[config.mk]
export PLATFORM = sky130hd
export DESIGN_NAME = uart_par_rx
export DESIGN_NICKNAME = d
export VERILOG_FILES = /design/src/rtl/uprx_pkg.sv /design/src/rtl/uprx_sync.sv /design/src/rtl/uprx_bitclk.sv /design/src/rtl/uprx_shreg.sv /design/src/rtl/uart_par_rx.sv
export SDC_FILE = /design/constraint.sdc
export NUM_CORES = 1
export LEC_CHECK = 0
export BUFFER_PORTS_ARGS = -buffer_cell sky130_fd_sc_hd__buf_2
export CAP_MARGIN = 5
export CELL_PAD_IN_SITES_DETAIL_PLACEMENT = 0
export CELL_PAD_IN_SITES_GLOBAL_PLACEMENT = 1
export CORE_MARGIN = 1.5
export CORE_UTILIZATION = 35
export DETAILED_ROUTE_END_ITERATION = 6
export PLACE_DENSITY_LB_ADDON = 0.25
export SLEW_MARGIN = 15
export SYNTH_ARGS = -nofsm -noshare
export SYNTH_HDL_FRONTEND = slang
export SYNTH_SLANG_ARGS = --single-unit
[constraint.sdc]
create_clock -name clk -period 1.6 [get_ports clk]
set_clock_uncertainty 0.2 [all_clocks]
set_input_delay 0.32 -clock clk [delete_from_list [all_inputs] [get_ports clk]]
set_output_delay 0.32 -clock clk [all_outputs]
set_load 0.02 [all_outputs]
[src/rtl/uprx_pkg.sv]
package uprx_pkg;

   typedef enum logic [2:0] {
      ST_IDLE  = 3'd0,
      ST_START = 3'd1,
      ST_DATA  = 3'd2,
      ST_PAR   = 3'd3,
      ST_STOP  = 3'd4
   } rx_state_e;

endpackage

[src/rtl/uprx_sync.sv]
module uprx_sync #(
   parameter int STAGES  = 2,
   parameter bit IDLE_LV = 1'b1
) (
   input  logic clk,
   input  logic rst_n,
   input  logic d_i,
   output logic q_o
);

   logic [STAGES-1:0] chain;

   generate
      if (STAGES < 1) begin : g_bad_stages
         $error("uprx_sync: STAGES must be at least 1");
      end

      if (STAGES == 1) begin : g_single
         always_ff @(posedge clk or negedge rst_n) begin
            if (!rst_n) chain <= IDLE_LV;
            else        chain <= d_i;
         end
      end else begin : g_multi
         always_ff @(posedge clk or negedge rst_n) begin
            if (!rst_n) chain <= {STAGES{IDLE_LV}};
            else        chain <= {chain[STAGES-2:0], d_i};
         end
      end
   endgenerate

   assign q_o = chain[STAGES-1];

endmodule

[src/rtl/uprx_bitclk.sv]
module uprx_bitclk #(
   parameter int OVS = 16
) (
   input  logic clk,
   input  logic rst_n,
   input  logic tick_i,
   input  logic clr_i,
   output logic half_o,
   output logic full_o
);

   localparam int CNT_W = (OVS > 1) ? $clog2(OVS) : 1;
   localparam int HALF  = OVS / 2;

   generate
      if (OVS < 2 || (OVS % 2) != 0) begin : g_bad_ovs
         $error("uprx_bitclk: OVS must be even and at least 2");
      end
   endgenerate

   logic [CNT_W-1:0] cnt;
   logic             at_last;

   assign at_last = (cnt == CNT_W'(OVS - 1));
   assign half_o  = tick_i && (cnt == CNT_W'(HALF - 1));
   assign full_o  = tick_i && at_last;

   always_ff @(posedge clk or negedge rst_n) begin
      if (!rst_n) begin
         cnt <= '0;
      end else if (clr_i) begin
         cnt <= '0;
      end else if (tick_i) begin
         cnt <= at_last ? '0 : cnt + 1'b1;
      end
   end

   // the bit-period counter stays below OVS
   p_cnt_bound_r9: assert property (@(posedge clk) disable iff (!rst_n)
      32'(cnt) < OVS);

   // without a tick and without a clear the count holds
   p_cnt_hold_r8: assert property (@(posedge clk) disable iff (!rst_n)
      (!tick_i && !clr_i) |=> $stable(cnt));

endmodule

[src/rtl/uprx_shreg.sv]
module uprx_shreg #(
   parameter int W = 8
) (
   input  logic         clk,
   input  logic         rst_n,
   input  logic         shift_i,
   input  logic         bit_i,
   output logic [W-1:0] q_o
);

   generate
      if (W < 2) begin : g_bad_w
         $error("uprx_shreg: W must be at least 2");
      end
   endgenerate

   always_ff @(posedge clk or negedge rst_n) begin
      if (!rst_n)       q_o <= '0;
      else if (shift_i) q_o <= {bit_i, q_o[W-1:1]};
   end

endmodule

[src/rtl/uart_par_rx.sv]
module uart_par_rx #(
   parameter int DATA_W      = 8,
   parameter int OVS         = 16,
   parameter int SYNC_STAGES = 2
) (
   input  logic              clk,
   input  logic              rst_n,
   input  logic              tick_i,
   input  logic              rx_i,
   output logic [DATA_W-1:0] data_o,
   output logic              par_o,
   output logic              done_o
);

   import uprx_pkg::*;

   localparam int NB_W = (DATA_W > 1) ? $clog2(DATA_W) : 1;

   generate
      if (DATA_W < 2) begin : g_bad_dw
         $error("uart_par_rx: DATA_W must be at least 2");
      end
   endgenerate

   rx_state_e         state, nxt;
   logic              rx_s;
   logic              half_t, full_t;
   logic              clr, shift, cap_par, fin;
   logic [NB_W-1:0]   nbit;
   logic              par_raw;
   logic [DATA_W-1:0] shv;

   uprx_sync #(.STAGES(SYNC_STAGES), .IDLE_LV(1'b1)) u_sync (
      .clk   (clk),
      .rst_n (rst_n),
      .d_i   (rx_i),
      .q_o   (rx_s)
   );

   uprx_bitclk #(.OVS(OVS)) u_bitclk (
      .clk    (clk),
      .rst_n  (rst_n),
      .tick_i (tick_i),
      .clr_i  (clr),
      .half_o (half_t),
      .full_o (full_t)
   );

   uprx_shreg #(.W(DATA_W)) u_shreg (
      .clk     (clk),
      .rst_n   (rst_n),
      .shift_i (shift),
      .bit_i   (rx_s),
      .q_o     (shv)
   );

   always_comb begin
      nxt     = state;
      clr     = 1'b0;
      shift   = 1'b0;
      cap_par = 1'b0;
      fin     = 1'b0;
      unique case (state)
         ST_IDLE: begin
            if (!rx_s) begin
               nxt = ST_START;
               clr = 1'b1;
            end
         end
         ST_START: begin
            if (half_t) begin
               clr = 1'b1;
               nxt = rx_s ? ST_IDLE : ST_DATA;
            end
         end
         ST_DATA: begin
            if (full_t) begin
               shift = 1'b1;
               if (nbit == NB_W'(DATA_W - 1)) nxt = ST_PAR;
            end
         end
         ST_PAR: begin
            if (full_t) begin
               cap_par = 1'b1;
               nxt     = ST_STOP;
            end
         end
         ST_STOP: begin
            if (full_t) begin
               fin = 1'b1;
               nxt = ST_IDLE;
            end
         end
         default: nxt = ST_IDLE;
      endcase
   end

   always_ff @(posedge clk or negedge rst_n) begin
      if (!rst_n) begin
         state   <= ST_IDLE;
         nbit    <= '0;
         par_raw <= 1'b0;
         data_o  <= '0;
         par_o   <= 1'b0;
         done_o  <= 1'b0;
      end else begin
         state  <= nxt;
         done_o <= fin;
         if (clr)          nbit    <= '0;
         else if (shift)   nbit    <= nbit + 1'b1;
         if (cap_par)      par_raw <= rx_s;
         if (fin) begin
            data_o <= shv;
            par_o  <= par_raw;
         end
      end
   end

   // the completion pulse never lasts two cycles
   p_done_single_r4: assert property (@(posedge clk) disable iff (!rst_n)
      done_o |=> !done_o);

   // outputs move only together with the completion pulse
   p_hold_out_r7: assert property (@(posedge clk) disable iff (!rst_n)
      !done_o |-> ($stable(data_o) && $stable(par_o)));

   // a completion is always paced by a tick
   p_done_on_tick_r8: assert property (@(posedge clk) disable iff (!rst_n)
      done_o |-> $past(tick_i));

   // leaving idle requires the synchronised line to have been low
   p_start_low_r5: assert property (@(posedge clk) disable iff (!rst_n)
      (state == ST_START && $past(state) == ST_IDLE) |-> $past(!rx_s));

endmodule

==> results.md, run 1 <==
* Area grow syn2layout at 31.7%
* Part of the cycle the worst path needs at 101%
* Slowest stage cell, crit path: dfrtp_1
* CTS root buf: clkbuf_8
* Tightest Pin Transition at slightly below 0.4 ns
* # IOs at 14
* Final Hold Fails at 0
* Overall global routing resource usage at ~14%
* Seq/Total Area, Yosys at a little under three fifths
* Smallest hold slack at between 0.15 and 0.2 ns
* Antenna cells at 0
* Status: finished with violations
* Die Span Y at approximately 65 µm
* Global-route wire length before repair at 4350 µm
* H-tree levels at 2
* CP endpoint kind: register
* CTS tree: yes
* Final core occ at roughly half
* Remaining antenna violation count at 0
* Hold Path Class: reg -> reg
* LEAKAGE at 0.890 nW
* DRT Pass-1 Iters at 3
* Ranking of synthesized cells by area: dfrtp_1, mux2_2, dfstp_2
* R2R setup slack at -0.01 ns
* Share of cells above drive strength 1 at between 50% and 60%
* CP peak stage delay at 0.39 ns
* Die width at 65.2 µm
* DIE AREA at 4250 µm²
* Setup violators final at 12
* Vias in the first global route at just under 1000
* Achievable Freq at roughly 620 MHz
* Post-synth cell types at 28
* Setup Crit Path Kind: reg -> reg
* Initial core utilization at between 30% and 40%
* Yosys warning total at 0
* Area leader, netlist: dfrtp_1
* Top cell type's share of synthesized area at a little over half
* DRC Markers at 0
* Cell Pwr Density at approximately 1300 nW/µm²
* Antenna violations before repair at 0
* Post-Route Setup TNS at -0.0875 ns
* Vias per inst at between 4 and 5
* CP Cell Sequence: ha_4, and4_4, nand3_4, mux2_4
* Seq cells post-synth at 31
* Clk slew on worst S/H paths at ~0.07 ns
* Final net count at ~150
* HPWL Detailed at between 1500 and 2000 µm
* Overflow after GRT at 0
* Syn Area/Cell at ~13 µm²
* Min Tclk post-route at 1.61 ns
* Crit-path max FO at 8
* Finished layout cell area at 1780 µm²
* Final GP Congestion at approximately 0.76
* Post-Syn Instances at roughly 100
* Largest net degree at the start of global routing at 32
* Post-CTS setup buffer count at 0
* Wire per inst at ~14 µm
* Failing checks: setup timing
* TritonCTS buffer count at 5
* Num rows at 22
* DR vias at about 900
* Dpl cells at ~180
* Max Buffers Root-to-Sink at 2
* Max-slew headroom at 74.3%
* Clock Sinks at 31
* Area post-placement at roughly 1600 µm²
* VDD IR max at roughly 520 µV
* Max_cap viols at 0
* Total wire length at approximately 2600 µm
* First DRT Iteration DRCs at 42
* Max Slew Vio Count at 0
* CP Data Arrival Time at 1.58 ns
* Synth Cell Area at 1350 µm²
* Latest clock arrival within the worst-skew pair at ~0.29 ns
* Syn nets at 110
* Critical path required time at between 1.5 and 2 ns
* CP Launch Type: register
* Unrepaired setup endpoints after global routing: yes
* Core ar. at roughly 3700 µm²
* Layout Cells excl Fill at 187
* IO buf count at 13
* Min setup slack post-route at -0.0147 ns
==> where the power goes <==
part	internal [mW]	total [mW]	switching, mW
combinational	0.287	0.602	0.315
clock	0.503	0.798	0.295
sequential	0.864	0.919	0.0557
total	1.65	2.32	0.666
==> registers in the layout (all words and copies together) (netlist names) <==
register	cells
u_sync.chain	2
u_bitclk.cnt	4
state	3
done_o	1
par_o	1
u_shreg.q_o	8
par_raw	1
nbit	3
data_o	8
==> logic make-up (layout without fill, tap and decap cells) <==
logic type | count (synthesis) | count (layout) | share of synthesized area (%)
fa+ha+maj | 3 | 3 | 2.77
compound gates | 14 | 14 | 7.58
xor+xnor | 2 | 2 | 1.29
buf+inv | 10 | 46 | 3.60
simple gates | 24 | 24 | 11.6
mux | 19 | 19 | 15.7
flops | 31 | 31 | 57.5
==> path summary, 6_finish.rpt <==
kind / start / to / cells after the start
min reg2reg: u_sync.chain[0] / u_sync.chain[1] / 0
max reg2reg: u_bitclk.cnt[1] / u_shreg.q_o[0] / 4
min: u_sync.chain[0] / u_sync.chain[1] / 0
min in group asynchronous: rst_n / nbit[1] / 3
max in group asynchronous: rst_n / u_sync.chain[1] / 3
max: u_bitclk.cnt[1] / u_shreg.q_o[0] / 4
==> critical path, delay by kind of cell, from the launching register on <==
kind / cells / cell delay [ns]
AND/OR/NAND/NOR: 2 / 0.42
flip-flops: 1 / 0.39
multiplexers: 1 / 0.32
adder cells (fa/ha/maj): 1 / 0.15
==> per-stage QoR <==
stage,power [mW],setup WS [ns]
after floorplan,1.26,-0.0654
after global placement,1.49,-0.115
after detailed placement,1.51,-0.159
after CTS,2.33,-0.0273
after global routing,2.47,-0.111
final,2.32,-0.0147
==> synth_stat cells <==
cell / instances
or4_1: 1
or3_1: 1
a311o_1: 1
and4_2: 1
mux2_2: 18
xor2_1: 1
and4_1: 1
nand3_1: 1
nand3_4: 2
nor2_1: 5
o21ai_0: 2
dfstp_2: 2
inv_1: 6
dfrtp_1: 29
ha_1: 3
mux2i_1: 1
buf_6: 1
a21oi_1: 4
a311oi_1: 1
a211oi_1: 2
o31ai_1: 3
nand4_1: 3
nand2_1: 6
xnor2_1: 1
nand4b_1: 2
o41ai_2: 1
buf_2: 3
nor4_1: 1
==> final cells by class <==
cell class / instances / area (µm²)
Clock inverter: 2 / 35.0
Multi-Input combinational cell: 62 / 592
Fill cell: 354 / 1910
Timing Repair Buffer: 32 / 213
Sequential cell: 31 / 778
Clock buffer: 6 / 82.6
Inverter: 6 / 22.5
Tap cell: 48 / 60.1
==> cells in the final DEF (no fill, tap or decap), drive strengths merged, types with 2 or more instances in the layout <==
cell type / synthesis / final
and4: 2 / 2
buf: 4 / 30
nand2: 6 / 6
nand4: 3 / 3
nand3: 3 / 3
dlygate4sd3: 0 / 2
mux2: 18 / 18
o31ai: 3 / 3
ha: 3 / 3
dfstp: 2 / 2
a211oi: 2 / 2
inv: 6 / 6
nor2: 5 / 5
a21oi: 4 / 4
clkbuf: 0 / 6
nand4b: 2 / 2
dfrtp: 29 / 29
o21ai: 2 / 2
==> metal layers <==
metal	routed length, µm	global-route usage [%]	share of wire [%]	vias to the layer above
met5	0	0	0	-
met4	68	7.81	2.7	0
met3	94	3.60	3.7	7
met2	1270	24.1	50	16
met1	1120	15.2	44	442
li1	-	-	-	442
==> repair_timing <==
item / 4_1_cts / 5_1_grt
hold endpoints to repair: 30 / 0
endpoints found under the setup margin: 22 / 23
pin swaps: 1 / 2
resized for setup: 3 / 7
hold buffers: 2 / 0
Note: power is estimated with default switching activity, not from simulation.
==> run 2: changes to the inputs <==
SYNTH_HIERARCHICAL = 1   (was unset)
==> run 2 against run 1 <==
Compared with the run above:
- the run still ends with setup timing left
- clock-buffer cell count rose by 1
- cell count rose by 0.53%
- final area is 5.1% higher
- non-clock buffer count up 4
- first-iteration DRC count is 21% lower
- die area rose by 4.3%
- synthesized area grew 4.5%
- setup slack worse by 0.24 ns
- sequential share of layout area down 2.1 points
- wire length increased by 2.2%
- sequential cell count stayed put
==> results.md, run 2 <==
* Max Slew Vio Count at 0 (unchanged)
* # IOs at 14 (unchanged)
* Final net count at 146 (was 145)
* First DRT Iteration DRCs at 33 (was 42)
* Biggest regs: data_o: 8 flops, u_shreg/q_o: 8 flops, u_bitclk/cnt: 4 flops (was data_o: 8 flops, u_shreg.q_o: 8 flops, u_bitclk.cnt: 4 flops)
* R2R setup slack at -0.26 ns (was -0.01 ns)
* H-tree levels at 2 (unchanged)
* Antenna violations before repair at 0 (unchanged)
* Global-route wire length before repair at 4370 µm (was 4350 µm)
* Post-synth cell types at 30 (was 28)
* Seq/Total Area, Yosys at 55.0% (was 57.5%)
* FF/Latch Area at 778 µm² (unchanged)
* CTS root buf: clkbuf_8 (unchanged)
* Commonest cells after routing, fill and taps aside: dfrtp_1, mux2_4, buf_4, buf_2, nor2_1 (was dfrtp_1, buf_4, mux2_2, buf_2)
* Failing checks: setup timing (unchanged)
* Smallest hold slack at 0.158 ns (was 0.156 ns)
* Core ar. at 3770 µm² (was 3690 µm²)
* TritonCTS buffer count at 5 (unchanged)
* Part of the cycle the worst path needs at 116% (was 101%)
* Min setup slack post-route at -0.255 ns (was -0.0147 ns)
* Top cell type's share of synthesized area at 51.3% (was 53.6%)
* Setup violators final at 26 (was 12)
* R2r startpoint: u_bitclk/cnt[0] (was u_bitclk.cnt[1])
* CP Data Arrival Time at 1.82 ns (was 1.58 ns)
* Total wire length at 2610 µm (was 2550 µm)
* FILL cells at 335 (was 354)
* Vias in the first global route at 939 (was 968)
* CP Launch Type: register (unchanged)
* Syn nets at 107 (was 110)
* Latest clock arrival within the worst-skew pair at 0.28 ns (was 0.29 ns)
* Worst path bufs/invs at 1 (was 0)
* Unrepaired setup endpoints after global routing: yes (unchanged)
* Share of cells above drive strength 1 at 50.0% (was 50.4%)
* Post-Route Setup TNS at -4.79 ns (was -0.0875 ns)
* Asr flop ratio synth at 100% (unchanged)
* Largest net degree at the start of global routing at 19 (was 32)
* DIE AREA at 4430 µm² (was 4250 µm²)
* Overall global routing resource usage at 13.9% (was 13.8%)
* CTS tree: yes (unchanged)
* Finished layout cell area at 1870 µm² (was 1780 µm²)
* Clk slew on worst S/H paths at 0.06 ns (was 0.07 ns)
* Final Hold Fails at 0 (unchanged)
* Wire per inst at 13.9 µm (was 13.7 µm)
* Reg2reg end: data_o[0] (was u_shreg.q_o[0])
* Status: finished with violations (unchanged)
* Min Tclk post-route at 1.86 ns (was 1.61 ns)
* EDFF count, synth at 0 (unchanged)
* Setup Crit Path Kind: reg -> reg (unchanged)
* DRC Markers at 0 (unchanged)
* Dominant synthesized flop cell: dfrtp_1 (unchanged)
* CP endpoint: data_o[0] (was u_shreg.q_o[0])
* VDD IR max at 526 µV (was 516 µV)
* Max-slew headroom at 76.3% (was 74.3%)
* Remaining antenna violation count at 0 (unchanged)
* Top-count cell post-synth: dfrtp_1 (unchanged)
* Synth Cell Area at 1420 µm² (was 1350 µm²)
* CP Cell Sequence: ha_2, nand3_4, nor2_4, and4bb_2, clkbuf_16, mux2_4 (was ha_4, and4_4, nand3_4, mux2_4)
* Reg2reg path depth at 6 (was 4)
* Seq cells post-synth at 31 (unchanged)
* Hold Path Class: reg -> reg (unchanged)
* CP Depth at 6 (was 4)
* Num rows at 22 (unchanged)
* HPWL Detailed at 1770 µm (was 1760 µm)
* Vias per inst at 4.73 (was 4.85)
* Die Span Y at 66.6 µm (was 65.2 µm)
* Delay-heaviest family, CP: simple AND/OR/NAND/NOR gates (unchanged)
* CP Launch Point: u_bitclk/cnt[0] (was u_bitclk.cnt[1])
* IO buf count at 13 (unchanged)
* Synth top cells by count: dfrtp_1, mux2_4, nor2_1, nand2_1, a21oi_1 (was dfrtp_1, mux2_2, inv_1, nand2_1, nor2_1)
* Overflow after GRT at 0 (unchanged)
* DR vias at 889 (was 907)
* Max_cap viols at 0 (unchanged)
* Max Buffers Root-to-Sink at 2 (unchanged)
* LEAKAGE at 0.892 nW (was 0.890 nW)
* DRT Pass-1 Iters at 2 (was 3)
* Yosys warning total at 6 (was 0)
* Area grow syn2layout at 32.4% (was 31.7%)
* Ranking of synthesized cells by area: dfrtp_1, mux2_4, dfstp_2 (was dfrtp_1, mux2_2, dfstp_2)
* Final GP Congestion at 0.858 (was 0.758)
* Critical path required time at 1.56 ns (was 1.57 ns)
* Crit-path max FO at 5 (was 8)
* Achievable Freq at 539 MHz (was 619 MHz)
* Initial core utilization at 37.5% (was 36.7%)
* Die width at 66.6 µm (was 65.2 µm)
* Area post-placement at 1710 µm² (was 1600 µm²)
* Antenna cells at 0 (unchanged)
* Clock Sinks at 31 (unchanged)
* Syn Area/Cell at 14.2 µm² (was 13.1 µm²)
* Commonest non-fill, non-tap cell in the layout: dfrtp_1 (unchanged)
* CP endpoint kind: register (unchanged)
* Cell Pwr Density at 1010 nW/µm² (was 1300 nW/µm²)
* Post-Syn Instances at 100 (was 103)
* Area leader, netlist: dfrtp_1 (unchanged)
* Tightest Pin Transition at 0.355 ns (was 0.385 ns)
* CP peak stage delay at 0.35 ns (was 0.39 ns)
* Slowest stage cell, crit path: dfrtp_1 (unchanged)
* Multi-input combinational cell area at 662 µm² (was 592 µm²)
[run 2: how the worst min path moves through the flow]
stage | startpoint | end | slack, ns | cells after the start
2_1_floorplan | rst_n | data_o[0] | -0.18 | 0
3_3_place_gp | rst_n | u_bitclk/cnt[3] | 0.05 | 1
3_5_place_dp | rst_n | data_o[1] | 0.05 | 1
4_1_cts | u_sync/chain[0] | u_sync/chain[1] | 0.16 | 0
5_1_grt | u_sync/chain[0] | u_sync/chain[1] | 0.16 | 0
6_report | u_sync/chain[0] | u_sync/chain[1] | 0.16 | 0
[run 2: where the power goes]
part	internal [mW]	switching (mW)	total (mW)
sequential	0.834	0.0611	0.896
clock	0.304	0.276	0.581
combinational	0.235	0.182	0.417
total	1.37	0.519	1.89
[run 2: cell type report]
type | count | share of cell area (%)
clock inverter | 1 | 0.267
sequential | 31 | 41.5
clock buffer | 7 | 4.07
inverter | 1 | 0.200
tap | 48 | 3.20
timing repair buffer | 36 | 15.4
multi-input combinational | 64 | 35.3
[run 2: kinds of logic after synthesis]
group	count (synthesis)	share of synthesized area [%]
AOI/OAI and AO/OA	9	4.51
xor gates and xnor gates	2	1.24
adders and majority gates	3	2.65
buffers and inverters	5	2.74
DFF	31	55.0
muxes	22	21.8
and+or+nand+nor	28	12.1
[run 2: per-stage QoR]
| step | std cells | setup WS [ns] | util [%] | power [mW] |
|---|---|---|---|---|
| floorplan | 100 | -0.404 | - | 1.11 |
| global placement | 176 | -0.221 | 45.4 | 1.29 |
| detailed placement | 176 | -0.283 | 45.4 | 1.30 |
| CTS | 187 | -0.237 | 48.6 | 1.91 |
| global route | 188 | -0.347 | 49.7 | 2.00 |
| finish | 188 | -0.255 | 49.7 | 1.89 |
[run 2: layer usage]
layer	GRT usage, %	wire length, µm	up-vias
met5	0	0	-
met4	6.12	53	0
met3	5.57	111	6
met2	22.1	1210	15
met1	16.4	1230	438
li1	-	-	430
[run 2: repair_timing]
item | 4_1_cts | 5_1_grt
buffers inserted | 1 | 0
hold buffers | 2 | 0
gates resized for setup | 2 | 4
pin swaps | 3 | 0
hold endpoints to repair | 14 | 0
setup endpoints to repair | 27 | 27
cloned | 0 | 1
